## config.mk

```make
export PLATFORM = sky130hd
export DESIGN_NAME = gpio_port
export DESIGN_NICKNAME = d
export VERILOG_FILES = /design/src/rtl/gpio_port_pkg.sv /design/src/rtl/gpio_cfg_regs.sv /design/src/rtl/gpio_pad_drive.sv /design/src/rtl/gpio_in_sync.sv /design/src/rtl/gpio_irq_detect.sv /design/src/rtl/gpio_port.sv
export SDC_FILE = /design/constraint.sdc
export NUM_CORES = 1
export LEC_CHECK = 0
export BUFFER_PORTS_ARGS = -buffer_cell sky130_fd_sc_hd__clkbuf_2
export CAP_MARGIN = 20
export CORE_ASPECT_RATIO = 2
export CORE_MARGIN = 1.5
export CORE_UTILIZATION = 48
export CTS_CLUSTER_DIAMETER = 40
export DETAILED_ROUTE_END_ITERATION = 16
export GPL_TIMING_DRIVEN = 0
export PLACE_DENSITY = 0.76
export SETUP_SLACK_MARGIN = 0.2
export SYNTH_ARGS = -nofsm -noshare
export SYNTH_HDL_FRONTEND = slang
export SYNTH_SLANG_ARGS = --single-unit
```

## constraint.sdc

```tcl
create_clock -name clk -period 1.6 [get_ports clk]
set_input_delay 0.32 -clock clk [delete_from_list [all_inputs] [get_ports clk]]
set_output_delay 0.32 -clock clk [all_outputs]
set_load 0.005 [all_outputs]
```

## src/rtl/gpio_port_pkg.sv

```systemverilog
package gpio_port_pkg;

    localparam int ADDR_W = 3;

    typedef enum logic [ADDR_W-1:0] {
        REG_DATA = 3'd0,
        REG_DIR  = 3'd1,
        REG_OPT  = 3'd2,
        REG_REQ  = 3'd3,
        REG_SENS = 3'd4
    } reg_sel_e;

    typedef enum logic [1:0] {
        SENS_LOW  = 2'b00,
        SENS_FALL = 2'b01,
        SENS_RISE = 2'b10,
        SENS_BOTH = 2'b11
    } sens_e;

    typedef struct packed {
        logic dir;
        logic opt;
        logic data;
    } bit_cfg_t;

    typedef struct packed {
        logic drv_en;
        logic drv_val;
        logic pull_en;
    } pad_ctl_t;

    // Output stage of one bit: alternate function wins, then direction/option.
    function automatic pad_ctl_t pad_decode(bit_cfg_t c, logic alt, logic alt_val);
        pad_ctl_t p;
        p.pull_en = ~alt & ~c.dir & c.opt;
        if (alt) begin
            p.drv_en  = 1'b1;
            p.drv_val = alt_val;
        end else if (c.dir && c.opt) begin
            p.drv_en  = 1'b1;
            p.drv_val = c.data;
        end else if (c.dir) begin
            p.drv_en  = ~c.data;
            p.drv_val = 1'b0;
        end else begin
            p.drv_en  = 1'b0;
            p.drv_val = 1'b0;
        end
        return p;
    endfunction

    function automatic logic sens_latched(sens_e s);
        return s != SENS_LOW;
    endfunction

    function automatic logic edge_hit(sens_e s, logic prev, logic cur);
        case (s)
            SENS_FALL: return prev & ~cur;
            SENS_RISE: return ~prev & cur;
            SENS_BOTH: return prev ^ cur;
            default:   return 1'b0;
        endcase
    endfunction

endpackage

```

## src/rtl/gpio_cfg_regs.sv

```systemverilog
module gpio_cfg_regs
    import gpio_port_pkg::*;
#(
    parameter int WIDTH = 8
) (
    input  logic                 clk,
    input  logic                 rst,
    input  logic                 bus_we,
    input  logic [ADDR_W-1:0]    bus_addr,
    input  logic [WIDTH-1:0]     bus_wdata,
    output logic [WIDTH-1:0]     dir_q,
    output logic [WIDTH-1:0]     opt_q,
    output logic [WIDTH-1:0]     data_q,
    output sens_e                sens_q,
    output logic [WIDTH-1:0]     clr_mask
);

    reg_sel_e sel;
    assign sel = reg_sel_e'(bus_addr);

    always_ff @(posedge clk) begin
        if (rst) begin
            dir_q  <= '0;
            opt_q  <= '0;
            data_q <= '0;
            sens_q <= SENS_LOW;
        end else if (bus_we) begin
            case (sel)
                REG_DATA: data_q <= bus_wdata;
                REG_DIR:  dir_q  <= bus_wdata;
                REG_OPT:  opt_q  <= bus_wdata;
                REG_SENS: sens_q <= sens_e'(bus_wdata[1:0]);
                default:  ;
            endcase
        end
    end

    assign clr_mask = (bus_we && sel == REG_REQ) ? bus_wdata : '0;

endmodule

```

## src/rtl/gpio_pad_drive.sv

```systemverilog
module gpio_pad_drive
    import gpio_port_pkg::*;
#(
    parameter int WIDTH = 8
) (
    input  logic [WIDTH-1:0] dir_q,
    input  logic [WIDTH-1:0] opt_q,
    input  logic [WIDTH-1:0] data_q,
    input  logic [WIDTH-1:0] alt_en,
    input  logic [WIDTH-1:0] alt_out,
    output logic [WIDTH-1:0] drv_val,
    output logic [WIDTH-1:0] drv_en,
    output logic [WIDTH-1:0] pull_en
);

    for (genvar i = 0; i < WIDTH; i++) begin : g_bit
        bit_cfg_t cfg;
        pad_ctl_t ctl;
        assign cfg = '{dir: dir_q[i], opt: opt_q[i], data: data_q[i]};
        assign ctl = pad_decode(cfg, alt_en[i], alt_out[i]);
        assign drv_val[i] = ctl.drv_val;
        assign drv_en[i]  = ctl.drv_en;
        assign pull_en[i] = ctl.pull_en;
    end

endmodule

```

## src/rtl/gpio_in_sync.sv

```systemverilog
module gpio_in_sync #(
    parameter int WIDTH  = 8,
    parameter int STAGES = 2
) (
    input  logic             clk,
    input  logic             rst,
    input  logic [WIDTH-1:0] pad_in,
    output logic [WIDTH-1:0] lvl,
    output logic [WIDTH-1:0] lvl_prev
);

    logic [WIDTH-1:0] stg [STAGES];

    always_ff @(posedge clk) begin
        if (rst) stg[0] <= '0;
        else     stg[0] <= pad_in;
    end

    for (genvar s = 1; s < STAGES; s++) begin : g_stage
        always_ff @(posedge clk) begin
            if (rst) stg[s] <= '0;
            else     stg[s] <= stg[s-1];
        end
    end

    always_ff @(posedge clk) begin
        if (rst) lvl_prev <= '0;
        else     lvl_prev <= stg[STAGES-1];
    end

    assign lvl = stg[STAGES-1];

endmodule

```

## src/rtl/gpio_irq_detect.sv

```systemverilog
module gpio_irq_detect
    import gpio_port_pkg::*;
#(
    parameter int WIDTH = 8
) (
    input  logic             clk,
    input  logic             rst,
    input  logic [WIDTH-1:0] lvl,
    input  logic [WIDTH-1:0] lvl_prev,
    input  logic [WIDTH-1:0] irq_en,
    input  sens_e            sens,
    input  logic [WIDTH-1:0] clr_mask,
    output logic [WIDTH-1:0] req
);

    logic [WIDTH-1:0] pend_q;
    logic [WIDTH-1:0] hit;
    logic             latched;

    assign latched = sens_latched(sens);

    for (genvar i = 0; i < WIDTH; i++) begin : g_hit
        assign hit[i] = irq_en[i] & latched & edge_hit(sens, lvl_prev[i], lvl[i]);
    end

    // A new edge in the clearing cycle wins over the clear.
    always_ff @(posedge clk) begin
        if (rst) pend_q <= '0;
        else     pend_q <= (pend_q & ~clr_mask) | hit;
    end

    assign req = irq_en & (latched ? pend_q : ~lvl);

endmodule

```

## src/rtl/gpio_port.sv

```systemverilog
module gpio_port
    import gpio_port_pkg::*;
#(
    parameter int WIDTH       = 8,
    parameter int SYNC_STAGES = 2
) (
    input  logic              clk,
    input  logic              rst,
    input  logic              bus_we,
    input  logic [ADDR_W-1:0] bus_addr,
    input  logic [WIDTH-1:0]  bus_wdata,
    output logic [WIDTH-1:0]  bus_rdata,
    input  logic [WIDTH-1:0]  pad_in,
    output logic [WIDTH-1:0]  pad_drive_val,
    output logic [WIDTH-1:0]  pad_drive_en,
    output logic [WIDTH-1:0]  pad_pullup_en,
    input  logic [WIDTH-1:0]  alt_en,
    input  logic [WIDTH-1:0]  alt_out,
    output logic [WIDTH-1:0]  irq_req,
    output logic              irq
);

    logic [WIDTH-1:0] dir_q, opt_q, data_q, clr_mask;
    logic [WIDTH-1:0] lvl, lvl_prev, irq_en;
    sens_e            sens_q;

    gpio_cfg_regs #(.WIDTH(WIDTH)) u_regs (
        .clk       (clk),
        .rst       (rst),
        .bus_we    (bus_we),
        .bus_addr  (bus_addr),
        .bus_wdata (bus_wdata),
        .dir_q     (dir_q),
        .opt_q     (opt_q),
        .data_q    (data_q),
        .sens_q    (sens_q),
        .clr_mask  (clr_mask)
    );

    gpio_pad_drive #(.WIDTH(WIDTH)) u_drive (
        .dir_q   (dir_q),
        .opt_q   (opt_q),
        .data_q  (data_q),
        .alt_en  (alt_en),
        .alt_out (alt_out),
        .drv_val (pad_drive_val),
        .drv_en  (pad_drive_en),
        .pull_en (pad_pullup_en)
    );

    gpio_in_sync #(.WIDTH(WIDTH), .STAGES(SYNC_STAGES)) u_sync (
        .clk      (clk),
        .rst      (rst),
        .pad_in   (pad_in),
        .lvl      (lvl),
        .lvl_prev (lvl_prev)
    );

    assign irq_en = ~dir_q & opt_q & ~alt_en;

    gpio_irq_detect #(.WIDTH(WIDTH)) u_irq (
        .clk      (clk),
        .rst      (rst),
        .lvl      (lvl),
        .lvl_prev (lvl_prev),
        .irq_en   (irq_en),
        .sens     (sens_q),
        .clr_mask (clr_mask),
        .req      (irq_req)
    );

    assign irq = |irq_req;

    always_comb begin
        bus_rdata = '0;
        case (reg_sel_e'(bus_addr))
            REG_DATA: bus_rdata = lvl;
            REG_DIR:  bus_rdata = dir_q;
            REG_OPT:  bus_rdata = opt_q;
            REG_REQ:  bus_rdata = irq_req;
            REG_SENS: bus_rdata[1:0] = sens_q;
            default:  bus_rdata = '0;
        endcase
    end

endmodule

```

==> results.md, run 1 <==
* Global Route Usage Sum at 29.27%
* Largest net degree at the start of global routing at 11
* CP Launch Type: flop
* Register area at 1217 sq um
* Core ar. at 6310 sq um
* Post-route ant nets at 0
* Die H at 117.6 um
* Worst vdd ir at 0.8024 mV
* Chip Width at 60.32 um
* Power per cell area at 858.9 nW/um^2
* CP Data Arrival Time at 1.93 ns
* Fmax at 444.0 MHz
* Slew Limit Fails at 0
* Clock Skew at 0.006389 ns
* P_sw at 0.9392 mW
* Synth unique cells at 37
* I/O Pins at 79
* Number of setup violations in the final report at 17
* First-iteration detailed-routing DRC count at 239
* Kind of critical path: reg2out
* Initial antenna violation count at 0
* Final setup TNS at -8.322 ns
* Synth Instances at 361
* Total CTS buffers at 9
* FF-to-FF path depth at 8
* Final WL at 10.74 mm
* Row count at 41
* CTS max path bufs at 2
* Number of global-route vias before repair at 3205
* Failing checks: setup timing
* P&R area growth vs syn at 55.53%
* Drt first pass iters at 4
* Syn nets at 415
* Rel. slew slack at 42.66%
* Flop pwr share at 35.7%
* Minimum clock period at 2.252 ns
* Worst Max-Slew Pin Slew at 0.8602 ns
* Hold WC Path Type: in2reg
* Sequential element share of the synthesized area at 36.81%
* Multi-input logic area at 2137 sq um
* Gr ovfl total at 0
* Data required time of the worst path at 1.28 ns
* Total power at 4.214 mW
* Later-pin clock latency in the skew report at 0.33 ns
* Worst Path Max Fanout at 7
* Net count, final at 549
* H-tree lvl count at 3
* Final Cycle Share at 140.8%
* Finished Layout Cells at 586
* Post-synthesis cell area at 3154 sq um
* Worst Hold End: u_sync.stg[0][5]
* Drt wl/cell at 18.33 um
* Worst reg2reg path endpoint: u_irq.pend_q[5]
* First-pass GRT wire length at 15.30 mm
* Comb pwr share at 10.2%
* Gp weighted congestion at 0.8468
* CTS Root Cell: clkbuf_16
* Hold Vio Cnt, Final at 0
* Synthesized area per cell at 8.738 sq um
* Fin worst setup slack at -0.6523 ns
* Flops & latches, synth at 58
* FILL cells at 399
* Hold slack at 0.2028 ns
* DP Wirelength at 5.963 mm
* Layout cells sized above 1 at 48.40%
* # port buffers at 75
* RSZ-0062 raised after global routing: true
* Routed vias at 3335
* Ys Warns at 0
* DIE AREA at 7096 sq um
* R2r setup slk at 0.03 ns
* Most frequent cells in the layout: nand2_1, clkbuf_2, dfxtp_1
* CTS Hold Bufs at 0
* Clock share of power at 54.0%
* Reg-to-reg startpoint: u_regs.sens_q[1]
* Setup crit end kind: primary output
* Worst Hold Depth at 2
* DR vias/cell at 5.691
* CTS tree: yes
* Clk pin slew, worst setup/hold paths at 0.05 ns
* Number of remaining DRC errors at 0
* Maxcap violations at 0
* Outcome: finished, violations left
* Inst Count DP at 522
* Diodes inserted at 0
* Total internal power at 3.274 mW
* Lkg Pwr at 2.140 nW
* Switching part of the total at 22.29%
* Hold wc startpoint: pad_in[5]
* Clk sinks at 58
* Initial core utilization at 49.99%
kinds of logic after synthesis:
kind of cell | after synthesis | share of synthesized area, %
AOI/OAI and AO/OA | 70 | 15.31
DFF | 58 | 36.81
adders and majority gates | 16 | 6.347
muxes | 26 | 10.99
buffers and inverters | 36 | 5.434
and+or+nand+nor | 155 | 25.11
power groups by stage:
stage	registers, mW	logic, mW	clock network, mW
2_1_floorplan	1.53	0.189	0
3_3_place_gp	1.54	0.317	0
3_5_place_dp	1.55	0.325	0
4_1_cts	1.51	0.387	2.30
5_1_grt	1.51	0.463	2.35
6_report	1.51	0.431	2.28
state kept, by name, indices dropped and copies added (netlist names):
| name | count |
|---|---|
| u_irq.pend_q | 8 |
| u_regs.opt_q | 8 |
| u_regs.sens_q | 2 |
| u_sync.lvl_prev | 8 |
| u_regs.dir_q | 8 |
| u_regs.data_q | 8 |
| u_sync.stg | 16 |
how the worst max path moves through the flow:
stage                     startpoint            to  slack [ns]
detailed placement         alt_en[0]  bus_rdata[0]       -0.35
global placement           alt_en[7]  bus_rdata[7]       -0.34
CTS                 u_regs.sens_q[0]  bus_rdata[2]       -0.61
finish              u_regs.sens_q[0]  bus_rdata[5]       -0.65
global route        u_regs.sens_q[1]  bus_rdata[0]       -0.72
floorplan           u_regs.sens_q[1]  bus_rdata[7]      -0.002
critical path, cell delays in order, from the launching register on:
cell      delay [ns]
dfxtp_4         0.39
buf_8           0.15
o21ai_2         0.19
a21boi_2        0.09
mux4_2          0.47
nor2b_1         0.14
buf_2           0.17
routing by layer:
layer	GRT usage, %	part of all wire, %
met3	7.473	6.5
met2	50.27	53
met5	0	0
met1	28.49	34
met4	20.28	6.2
synth_stat cells:
master / number / area (sq um)
nor2_1: 28 / 105.1
and4b_1: 1 / 10.01
ha_1: 16 / 200.2
and2b_1: 1 / 7.510
a2bb2oi_1: 1 / 8.760
buf_6: 3 / 33.78
nand2b_1: 10 / 62.56
nor3b_1: 10 / 75.07
and2_1: 6 / 37.54
nand3_1: 8 / 40.04
clkbuf_1: 10 / 37.54
nand2_1: 51 / 191.4
nor2b_1: 25 / 156.4
mux2i_1: 20 / 200.2
and2_0: 1 / 6.260
a21bo_2: 1 / 10.01
buf_4: 2 / 15.01
mux4_2: 3 / 67.56
a21o_1: 8 / 60.06
nand3b_1: 1 / 7.510
inv_1: 16 / 60.06
a21oi_1: 16 / 80.08
or3_4: 1 / 11.26
a31oi_1: 2 / 12.51
and3b_1: 1 / 8.760
nor3_2: 1 / 10.01
dfxtp_1: 58 / 1161
o22ai_1: 1 / 6.260
nor4_1: 2 / 12.51
buf_2: 5 / 25.02
o211a_1: 7 / 70.07
mux4_1: 3 / 78.83
o21ai_0: 15 / 75.07
a21boi_2: 8 / 90.09
o21ai_1: 7 / 35.03
o21ai_2: 4 / 35.03
or3_1: 8 / 50.05
through the flow:
stage               util (%)  cell area, sq um  worst slack, ns
global route           77.75              4906          -0.7230
floorplan                  -              3187        -0.002357
global placement       58.16              3670          -0.3446
CTS                    73.86              4661          -0.6115
finish                 77.75              4906          -0.6523
detailed placement     58.16              3670          -0.3496
final cells by class:
type	instances	share of cell area (%)
Buffer	20	2.729
Clock inverter	5	2.040
Clock buffer	11	5.152
Sequential cell	58	24.82
Multi-Input combinational cell	267	43.56
Inverter	16	1.224
Tap cell	86	2.193
Timing Repair Buffer	123	18.29
timing repair:
item / in CTS / in global routing
setup endpoints to repair: 49 / 57
cloned: 1 / 0
resized for setup: 97 / 60
buffers inserted: 39 / 8
pin swaps: 33 / 21
Power figures use the tool's default switching activity.
==> inputs of run 2 (changes only) <==
--- a/config.mk
+++ b/config.mk
@@ -9,7 +9,7 @@
 export CAP_MARGIN = 20
 export CORE_ASPECT_RATIO = 2
 export CORE_MARGIN = 1.5
-export CORE_UTILIZATION = 48
+export CORE_UTILIZATION = 50
 export CTS_CLUSTER_DIAMETER = 40
 export DETAILED_ROUTE_END_ITERATION = 16
 export GPL_TIMING_DRIVEN = 0
==> constraint.sdc (replaced) <==
create_clock -name clk -period 2.47 [get_ports clk]
set_input_delay 0.494 -clock clk [delete_from_list [all_inputs] [get_ports clk]]
set_output_delay 0.494 -clock clk [all_outputs]
set_load 0.005 [all_outputs]
==> run 2 against run 1 <==
Against the previous run:
- first-iteration DRC count decreased by 23%
- non-clock buffer count is 38 lower
- global-route usage decreased by 3.4 points
- the flow now finishes without violations
- total power fell by 47%
- highest routed layer unchanged
==> results.md, run 2 (synthesized netlist as in run 1, its figures left out) <==
* Outcome: finished, final reports clean
* Slew Limit Fails at 0
* Clock Skew at 0.006593 ns
* Initial core utilization at 52.09%
* Initial antenna violation count at 0
* Chip Width at 59.16 um
* Die H at 115.3 um
* Most common cell after layout, fill and taps aside: clkbuf_2
* Inst Count DP at 520
* Data required time of the worst path at 1.98 ns
* FF-to-FF path depth at 7
* Drt wl/cell at 15.49 um
* Hold WC Path Type: in2reg
* DP Wirelength at 6.054 mm
* Number of setup violations in the final report at 0
* Diodes inserted at 0
* Finished Layout Cells at 543
* CP Launch Type: flop
* Clk sinks at 58
* First-pass GRT wire length at 13.11 mm
* Final WL at 8.412 mm
* Dpl cell area at 3635 sq um
* CTS tree: yes
* Gr ovfl total at 0
* FILL cells at 501
* Multi-input logic area at 1903 sq um
* CTS Root Cell: clkbuf_16
* Power per cell area at 551.9 nW/um^2
* Core ar. at 6056 sq um
* Largest net degree at the start of global routing at 11
* Worst Hold End: u_sync.stg[0][3]
* Maxcap violations at 0
* Minimum clock period at 2.320 ns
* Number of global-route vias before repair at 2723
* Kind of critical path: reg2out
* Most frequent cells in the layout: clkbuf_2, dfxtp_1, nand2_1
* Later-pin clock latency in the skew report at 0.33 ns
* P&R area growth vs syn at 28.44%
* Worst Hold Depth at 2
* # port buffers at 75
* First-iteration detailed-routing DRC count at 184
* Post-route ant nets at 0
* Total CTS buffers at 9
* H-tree lvl count at 3
* Lkg Pwr at 1.802 nW
* Final setup TNS at 0 ns
* Hold Vio Cnt, Final at 0
* Top reg by flops: u_sync.stg
* CTS Hold Bufs at 0
* Clk pin slew, worst setup/hold paths at 0.05 ns
* Row count at 40
* Net count, final at 511
* Drt first pass iters at 4
* CTS max path bufs at 2
* Final Cycle Share at 93.94%
* DIE AREA at 6823 sq um
* Design Area, Final at 4051 sq um
* Worst Max-Slew Pin Slew at 0.7385 ns
* Reg-to-reg startpoint: u_regs.sens_q[1]
* Number of remaining DRC errors at 0
* Rel. slew slack at 50.50%
* Gp weighted congestion at 0.9097
* R2r setup slk at 0.93 ns
* Layout cells sized above 1 at 30.50%
* Fmax at 431.0 MHz
* Worst Path Max Fanout at 10
* Hold wc startpoint: pad_in[3]
* Max reg flops at 16
* RSZ-0062 raised after global routing: true
* Worst vdd ir at 0.5169 mV
* I/O Pins at 79
* Routed vias at 2884
* Setup crit end kind: primary output
* Worst reg2reg path endpoint: u_irq.pend_q[3]
* Global Route Usage Sum at 25.83%
* Register area at 1169 sq um
* CP Data Arrival Time at 1.83 ns
* DR vias/cell at 5.311
-- run 2: cell types whose count changed in the layout (fill, tap and decap cells not counted), sizes merged --
cell,change
buf,-61
clkbuf,+24
bufinv,-3
clkinv,-1
-- run 2: per-stage QoR --
step	power [mW]	setup slack [ns]	util, %	hold WS [ns]
4_1_cts	2.249	0.1505	66.14	0.3757
6_report	2.236	0.1498	66.90	0.3802
3_3_place_gp	1.201	0.1100	60.02	0.4186
3_5_place_dp	1.209	0.05328	60.02	0.4286
5_1_grt	2.320	0.1117	66.90	0.3854
2_1_floorplan	1.114	0.5579	-	0.4138
-- run 2: timing repair --
| item | 4_1_cts | 5_1_grt |
|---|---|---|
| gates resized for setup | 22 | 10 |
| endpoints found under the setup margin | 9 | 9 |
| buffers inserted | 8 | 2 |
| pin swaps | 9 | 4 |
| endpoints found under the hold margin | 0 | 0 |
-- run 2: area by class of cell --
class	count	area share (%)
sequential	58	28.84
multi-input combinational	267	46.97
clock inverter	1	0.1235
timing repair buffer	85	11.21
clock buffer	12	5.837
tap	84	2.594
buffer	20	2.934
inverter	16	1.482
-- run 2: worst max path at each step --
stage / slack, ns / cells after the start / from / end
finish: 0.15 / 6 / u_regs.sens_q[1] / bus_rdata[6]
global route: 0.11 / 6 / u_regs.sens_q[0] / bus_rdata[1]
CTS: 0.15 / 6 / u_regs.sens_q[0] / bus_rdata[1]
detailed placement: 0.05 / 6 / alt_en[2] / bus_rdata[2]
global placement: 0.11 / 6 / alt_en[2] / bus_rdata[2]
floorplan: 0.56 / 4 / alt_en[5] / bus_rdata[5]
-- run 2: metal layers --
metal	up-vias	global-route usage [%]	wire length (um)
met1	1346	28.35	3319
met4	0	15.45	267
met5	-	0	0
met3	17	5.737	339
li1	1420	-	-
met2	101	43.93	4486
-- run 2: report_power, final --
part | leakage, nW | switching [mW] | total [mW] | internal [mW]
registers | 0.474 | 0.0211 | 0.983 | 0.962
logic | 1.21 | 0.120 | 0.222 | 0.102
clock network | 0.118 | 0.375 | 1.03 | 0.656
total | 1.80 | 0.516 | 2.24 | 1.72
-- run 2: critical path, stage by stage (launching register included) --
cell and delay, ns:
dfxtp_4 0.38, buf_8 0.16, o21ai_2 0.14, a21boi_2 0.07, mux4_2 0.45, nor2b_1 0.15, clkbuf_2 0.14
